$ cat src/rtl/ptp_frame_classifier.sv
module ptp_frame_classifier #(
  parameter int BPB = 8,
  parameter int FPW = 4
) (
  input  logic                                   clk,
  input  logic                                   rst,
  input  logic [8*BPB-1:0]                       in_data,
  input  logic                                   in_valid,
  input  logic                                   in_sop,
  input  logic                                   in_eop,
  input  logic [((BPB>1)?$clog2(BPB):1)-1:0]     in_empty,
  input  logic                                   in_err,
  output logic                                   in_ready,
  input  logic                                   in_req,
  input  logic [FPW-1:0]                         in_fp,
  input  logic [95:0]                            in_ts96,
  input  logic [63:0]                            in_ts64,
  input  logic                                   in_fmt,
  input  logic                                   in_crc,
  output logic [8*BPB-1:0]                       out_data,
  output logic                                   out_valid,
  output logic                                   out_sop,
  output logic                                   out_eop,
  output logic [((BPB>1)?$clog2(BPB):1)-1:0]     out_empty,
  output logic                                   out_err,
  input  logic                                   out_ready,
  output logic                                   out_req,
  output logic [FPW-1:0]                         out_fp,
  output logic [95:0]                            out_ts96,
  output logic [63:0]                            out_ts64,
  output logic                                   out_fmt,
  output logic                                   out_ts_insert,
  output logic                                   out_res_update,
  output logic                                   out_csum_zero,
  output logic                                   out_csum_fix,
  output logic [15:0]                            out_off_ts,
  output logic [15:0]                            out_off_corr,
  output logic [15:0]                            out_off_csum,
  output logic [15:0]                            out_off_csum_fix
);
  localparam int DW    = 8*BPB;
  localparam int EW    = (BPB > 1) ? $clog2(BPB) : 1;
  localparam int NEED  = 62 + 16 + 4;
  localparam int D     = (NEED + BPB - 1) / BPB;
  localparam int WB    = D * BPB;
  localparam int P_CRC = 0;
  localparam int P_FMT = 1;
  localparam int P_T64 = 2;
  localparam int P_T96 = P_T64 + 64;
  localparam int P_FP  = P_T96 + 96;
  localparam int P_REQ = P_FP + FPW;
  localparam int P_ERR = P_REQ + 1;
  localparam int P_EMP = P_ERR + 1;
  localparam int P_EOP = P_EMP + EW;
  localparam int P_SOP = P_EOP + 1;
  localparam int P_DAT = P_SOP + 1;
  localparam int RW    = P_DAT + DW;

  logic [RW-1:0] rq [D];
  logic [D-1:0]  v;
  logic [D-1:0]  free;
  logic [RW-1:0] in_rec;
  logic [7:0]    wb [WB];
  logic          hdr_ok;
  logic [15:0]   avail;

  assign in_rec = {in_data, in_sop, in_eop, in_empty, in_err,
                   in_req, in_fp, in_ts96, in_ts64, in_fmt, in_crc};

  always_comb begin
    free[0] = !v[0] || (out_valid && out_ready);
    for (int k = 1; k < D; k++) free[k] = !v[k] || free[k-1];
  end
  assign in_ready = free[D-1];

  always_ff @(posedge clk) begin
    if (rst) v <= '0;
    else begin
      for (int k = 0; k < D-1; k++) if (free[k]) v[k] <= v[k+1];
      if (free[D-1]) v[D-1] <= in_valid;
    end
  end

  always_ff @(posedge clk) begin
    for (int k = 0; k < D-1; k++) if (free[k]) rq[k] <= rq[k+1];
    if (free[D-1]) rq[D-1] <= in_rec;
  end

  always_comb begin
    for (int k = 0; k < D; k++)
      for (int b = 0; b < BPB; b++)
        wb[k*BPB+b] = rq[k][P_DAT + DW - 8 - 8*b +: 8];
  end

  always_comb begin
    logic stop;
    stop   = 1'b0;
    hdr_ok = 1'b0;
    avail  = 16'(WB);
    for (int k = 0; k < D; k++) begin
      if (!stop) begin
        if (!v[k]) stop = 1'b1;
        else if (rq[k][P_EOP]) begin
          hdr_ok = 1'b1;
          avail  = 16'(k*BPB + BPB) - ((BPB > 1) ? 16'(rq[k][P_EMP +: EW]) : 16'd0);
          stop   = 1'b1;
        end else if (k == D-1) hdr_ok = 1'b1;
      end
    end
  end

  assign out_valid = v[0] && (!rq[0][P_SOP] || hdr_ok);
  assign out_data  = rq[0][P_DAT +: DW];
  assign out_sop   = rq[0][P_SOP];
  assign out_eop   = rq[0][P_EOP];
  assign out_empty = rq[0][P_EMP +: EW];
  assign out_err   = rq[0][P_ERR];
  assign out_req   = rq[0][P_REQ];
  assign out_fp    = rq[0][P_FP +: FPW];
  assign out_ts96  = rq[0][P_T96 +: 96];
  assign out_ts64  = rq[0][P_T64 +: 64];
  assign out_fmt   = rq[0][P_FMT];

  function automatic logic port_hit(input logic [7:0] hi, input logic [7:0] lo);
    return ({hi, lo} == 16'd319) || ({hi, lo} == 16'd320);
  endfunction

  logic [15:0] etype, hdr;
  logic        is_l2, is_v4, is_v6, long_ok, lead, ptp, ev;
  logic [3:0]  mtype;

  assign etype = {wb[12], wb[13]};
  assign is_l2 = etype == 16'h88F7;
  assign is_v4 = etype == 16'h0800 && wb[14] == 8'h45 && wb[23] == 8'd17 && port_hit(wb[36], wb[37]);
  assign is_v6 = etype == 16'h86DD && wb[20] == 8'd17 && port_hit(wb[56], wb[57]);
  assign hdr   = is_l2 ? 16'd14 : is_v4 ? 16'd42 : 16'd62;
  assign mtype = is_l2 ? wb[14][3:0] : is_v4 ? wb[42][3:0] : wb[62][3:0];
  assign long_ok = avail >= hdr + 16'd16 + (rq[0][P_CRC] ? 16'd4 : 16'd0);
  assign lead  = out_valid && out_sop;
  assign ptp   = lead && (is_l2 || is_v4 || is_v6) && long_ok;
  assign ev    = mtype < 4'd8;

  assign out_ts_insert    = ptp && ev && out_req;
  assign out_res_update   = ptp && ev && !out_req;
  assign out_csum_zero    = ptp && ev && is_v4;
  assign out_csum_fix     = ptp && ev && is_v6;
  assign out_off_ts       = ptp ? hdr + 16'd34 : 16'd0;
  assign out_off_corr     = ptp ? hdr + 16'd8 : 16'd0;
  assign out_off_csum     = !ptp ? 16'd0 : is_v4 ? 16'd40 : is_v6 ? 16'd60 : 16'd0;
  assign out_off_csum_fix = (ptp && is_v6) ? 16'd52 + {wb[58], wb[59]} : 16'd0;

  a_r2_hold_beat: assert property (@(posedge clk) disable iff (rst)
    out_valid && !out_ready |=> out_valid && $stable(out_data) && $stable(out_sop) && $stable(out_eop));
  a_r8_one_action: assert property (@(posedge clk) disable iff (rst)
    $onehot0({out_ts_insert, out_res_update}));
  a_r10_flags_on_lead: assert property (@(posedge clk) disable iff (rst)
    (out_ts_insert || out_res_update || out_csum_zero || out_csum_fix) |-> (out_valid && out_sop));
  a_r6_field_gap: assert property (@(posedge clk) disable iff (rst)
    out_res_update |-> out_off_ts == out_off_corr + 16'd26);
  a_r9_csum_excl: assert property (@(posedge clk) disable iff (rst)
    !(out_csum_zero && out_csum_fix));
  a_r11_idle_after_reset: assert property (@(posedge clk) disable iff (rst)
    $past(rst) |-> !out_valid);
endmodule

$ cat config.mk
export PLATFORM = sky130hd
export DESIGN_NAME = ptp_frame_classifier
export DESIGN_NICKNAME = d
export VERILOG_FILES = /design/src/rtl/ptp_frame_classifier.sv
export SDC_FILE = /design/constraint.sdc
export NUM_CORES = 1
export LEC_CHECK = 0
export ABC_CLOCK_PERIOD_IN_PS = 16100
export BUFFER_PORTS_ARGS = -buffer_cell sky130_fd_sc_hd__buf_2
export CAP_MARGIN = 0
export CORE_MARGIN = 2
export CORE_UTILIZATION = 43
export DETAILED_ROUTE_END_ITERATION = 8
export GPL_TIMING_DRIVEN = 1
export SLEW_MARGIN = 10
export SYNTH_ARGS = -nofsm -noshare
export SYNTH_HDL_FRONTEND = slang
export SYNTH_SLANG_ARGS = --single-unit
$ cat constraint.sdc
create_clock -name clk -period 16.1 [get_ports clk]
set_input_delay 0.805 -clock clk [delete_from_list [all_inputs] [get_ports clk]]
set_output_delay 0.805 -clock clk [all_outputs]
set_load 0.02 [all_outputs]
## Yosys cells after proc, flatten, opt, wreduce, memory -nomap -nowiden

Memory sizes are Yosys's and may differ from the RTL's.
Cells that the tools add are included.

| operators by class | value |
|---|---|
| $lt $le $gt $ge | 2 |
| multiplexer cells | 124 |
| eq/ne operators | 10 |
| reduce and logical (&&, ||, !) cells | 45 |
| add/sub/neg operators | 16 |

Operators by type and width:

| cell | count |
|---|---|
| $mux 16 | 33 |
| $mux 1 | 81 |
| $eq 16x9->1 const B | 4 |
| $eq 16x16->1 const B | 2 |
| $sub 7x3->8 const A | 4 |
| $sub 6x3->7 const A | 4 |
| $mux 6 | 4 |
| $add 6x16->16 const A | 1 |
| $eq 16x12->1 const B | 1 |
| $eq 8x5->1 const B | 2 |
| $ge 16x8->1 | 1 |
| $logic_and 1x1->1 | 16 |
| $logic_or 1x1->1 | 16 |
| $mux 7 | 2 |
| $logic_not 1->1 | 13 |
| $sub 5x3->6 const A | 2 |
| $add 7x3->8 | 1 |
| $eq 8x7->1 const B | 1 |
| $mux 4 | 2 |
| $add 6x4->7 const B | 1 |
| $add 6x5->7 const B | 1 |
| $add 6x6->7 const B | 1 |
| $mux 5 | 1 |
| $sub 4x3->5 const A | 1 |
| other kinds (2) | 2 |

| word-level totals | value |
|---|---|
| logic and storage cells | 209 |
| bits of input ports | 241 |
| RAM bits | 2,607 |
| output and inout bits | 306 |
| flip-flop bits (word level) | 11 |
| memories | 1 |

Memory list:

| name | depth | bits a word | rd ports | clocked after memory_dff | write ports | RTL line | text |
|---|---|---|---|---|---|---|---|
| rq | 11 | 237 | 11 | 0 | 11 | 59 | `logic [RW-1:0] rq [D];` |

## Depth between registers and ports, before layout

An unclocked memory read counts as a cell.

| logic depth | value |
|---|---|
| depth after elaboration | 48 |
| depth in mapped cells | 21 |
| mapped depth without buffers | 18 |

## Least setup slack after synthesis

OpenSTA, ideal clock, no wires.

| path | value |
|---|---|
| path kind | register to register |
| from | mem rq[4][171] in the netlist's numbering |
| to | mem rq[10][0] in the netlist's numbering, enable pin |
| library setup time | 2.481 ns |
| data arrival time | 7.185 ns |
| stages on the path, launching flop included | 8 |
| path buffers | 0 |
| setup slack | 6.434 ns |
| clock period less this slack | 9.666 ns |
| required time | 13.619 ns |
| cells stage by stage | edfxtp_1 > and3_1 > o311ai_0 > o211a_1 > a31o_2 > nor2b_1 > and2b_1 > nand3_1 |

RTL lines:

| what | RTL line |
|---|---|
| from (decl) | 59 |

==> metrics.txt <==
Rel. slew slack=23.5%; dpl hpwl=82.9 mm; crit end category=output pin; post-synth top area cell=edfxtp_1; Mapped Cells=3243; Die Footprint=196000 um^2; reg2reg end=rq[8][202]$_DFFE_PP_; pre-CTS setup slack=10.18 ns; clock buffer depth=4; Area Growth Syn to Fin=16.7%; largest net degree at the start of global routing=87; WHS Endpoint=rq[10][87]$_DFFE_PP_; Yosys cell types=59; met3 usage=3.38%; yosys warns=0; vias in the first global route=31.3k; clock network power share=41.8%; top cell type's share of synthesized area=94.6%; Ports=547; placed cell areas=86900 um^2; CTS sink cnt=2618; drt via density=4.55; worst clock skew=0.0732 ns; die height=443 um; peak supply drop=0.0962 mV; post-route antenna net violation count=0; Overflow after GRT=0; Reg2Reg Setup Slack=10.31 ns; Core Region=192000 um^2; final net count=4227; Hold Crit Depth=1; Cell Pwr Density=145 nW/um^2; DRT iter0 DRCs=2159; Initial Util=43.1%; HP Class=in2reg; met1 Use GR=16.6%; count leader, synth=edfxtp_1; post-route cell area=96600 um^2; row count=161; Switching Share=18.8%; final setup violation count=0; Tmin final=6.37 ns; RSZ-0062 raised after global routing=no; final hold vios=0; leakage power=35.6 nW; ys flop type=edfxtp_1; DR DRC count=0; Layout fillers=15.0k; Global Route Usage Sum=14.0%; worst hold start=in_ts96[21]; CTS tree=done; Routed wire per std cell=20.5 um; Synth top cells by count=2607 x edfxtp_1, 274 x buf_4, 50 x inv_1, 43 x nor2_1, 30 x nand2_1; Comb pwr share=1.2%; layout cells sized above 1=22.7%; worst slew pin tran=1.15 ns; Flop pwr share=56.9%; global-route wire length before repair=200 mm; Max Fclk=157 MHz; GR Util met2=24.5%; run status=finished, final reports clean; Reg clk slew, reported paths=0.06 ns; Resized Gates After CTS=0; share of synthesized registers carrying an async set or reset=0%; Int Pwr=11.3 mW; Final period util=39.6%; setup ws final=9.73 ns; Worst EP required=15.29 ns; Setup TNS=0 ns; CP startpoint kind=flop; H-tree levels=5; kind of critical path=reg2out; Slew Limit Fails=0; Most Crowded Layer GR=met2; Hold WS=0.0966 ns; number of CTS-inserted buffers=281; Max Cap Viol=0; worst endpoint data arrival time=5.56 ns; RR Startpoint=v[0]$_SDFFE_PP0P_; Post-synth EDFFs=2607; Worst-Skew Late Latency=0.92 ns; Port Buffer Count=512; Avg Inst Size Synth=25.5 um^2; mapped cell area=82700 um^2; Critical path origin=rq[1][184]$_DFFE_PP_; Total Wirelength=137 mm; Switch Pwr=2.62 mW; Yosys reg bits=2618; initial antenna violation count=26; root buf cell=clkbuf_16; synth top area cells=edfxtp_1 95%, buf_4 2.5%, ha_1 0.35%; first-pass detailed-route iteration total=5; sequential area share after synthesis=94.9%; Core Util, Final=50.4%; via count=30.4k; crit-path max FO=19; gpl congestion=0.901; r2r worst-path depth=10; Die Width=443 um
state kept, by name (all words and copies together) (netlist names):
| signal | count |
|---|---|
| v | 11 |
| rq | 2607 |
worst max-delay path, cell delays in order (launching register included):
cell      delay (ns)
edfxtp_1        0.44
nor4bb_1        0.54
nand4_1         0.28
nor4_4          0.67
inv_2           0.18
ha_1            0.28
xor2_1          0.18
ha_1            0.29
nand3_1         0.08
nor2_1          0.16
nand3_1         0.09
o211ai_1        0.20
a31oi_1         0.08
or4b_1          0.53
buf_4           0.24
a21oi_1         0.19
buf_2           0.20
metal layers:
| layer | vias up | part of all wire [%] |
|---|---|---|
| li1 | 14021 | - |
| met1 | 15265 | 39 |
| met2 | 850 | 53 |
| met3 | 305 | 5.3 |
| met4 | 0 | 3.2 |
| met5 | - | 0 |
cell type report:
class	instances	area [um^2]	area share, %
Inverter	53	221	0.229
Sequential cell	2618	78500	81.3
Clock buffer	339	7380	7.64
Tap cell	2526	3160	3.27
Multi-Input combinational cell	326	2150	2.23
Antenna cell	4	10.0	0.0104
Clock inverter	140	982	1.02
Timing Repair Buffer	683	4160	4.31
power by group through the flow:
stage / registers (mW) / clock network, mW / logic, mW
2_1_floorplan: 8.03 / 0 / 0.114
4_1_cts: 7.95 / 6.05 / 0.175
5_1_grt: 7.98 / 6.33 / 0.182
6_report: 7.95 / 5.84 / 0.172
3_5_place_dp: 8.10 / 0 / 0.149
3_3_place_gp: 8.08 / 0 / 0.149
cell families after synthesis:
group	after synthesis	synth area share, %
flip-flops	2618	94.9
XOR/XNOR	17	0.180
adder cells (fa/ha/maj)	23	0.348
multiplexers	1	0.0121
AO/OA/AOI/OAI	67	0.540
other	1	0.00453
AND/OR/NAND/NOR	184	1.27
buffers and inverters	332	2.77
layout by cell type, fill, tap and decap left out, types with 11 or more instances in the layout:
| master | instances |
|---|---|
| buf_4 | 46 |
| clkinv_2 | 31 |
| bufinv_16 | 12 |
| nand2_1 | 25 |
| nor3_1 | 17 |
| nand3_1 | 14 |
| a21oi_1 | 20 |
| xor2_1 | 14 |
| inv_1 | 47 |
| buf_2 | 512 |
| dfxtp_1 | 11 |
| clkbuf_1 | 52 |
| clkinvlp_4 | 14 |
| clkinv_1 | 73 |
| edfxtp_1 | 2607 |
| nor2_1 | 43 |
| conb_1 | 34 |
| dlygate4sd3_1 | 125 |
| clkbuf_16 | 287 |
| ha_1 | 23 |
stage by stage:
step | power (mW) | instances
finish | 14.0 | 6689
CTS | 14.2 | 6685
floorplan | 8.15 | 3276
global placement | 8.23 | 6081
global route | 14.5 | 6689
detailed placement | 8.24 | 6081
worst max-delay path by stage:
stage / endpoint / slack [ns] / cells past startpoint
finish: out_off_csum_fix[8] / 9.73 / 16
global route: out_off_csum_fix[8] / 9.22 / 16
CTS: out_off_csum_fix[8] / 9.53 / 16
detailed placement: rq[8][8]$_DFFE_PP_ / 10.18 / 10
global placement: rq[8][160]$_DFFE_PP_ / 10.35 / 10
floorplan: rq[10][0]$_DFFE_PP_ / 6.43 / 7
what timing repair did:
action / 4_1_cts / 5_1_grt
endpoints found under the setup margin: 0 / 0
buffers inserted: 0 / 0
hold buffers: 125 / 0
hold endpoints to repair: 125 / 0
(Power assumes the default switching activity.)
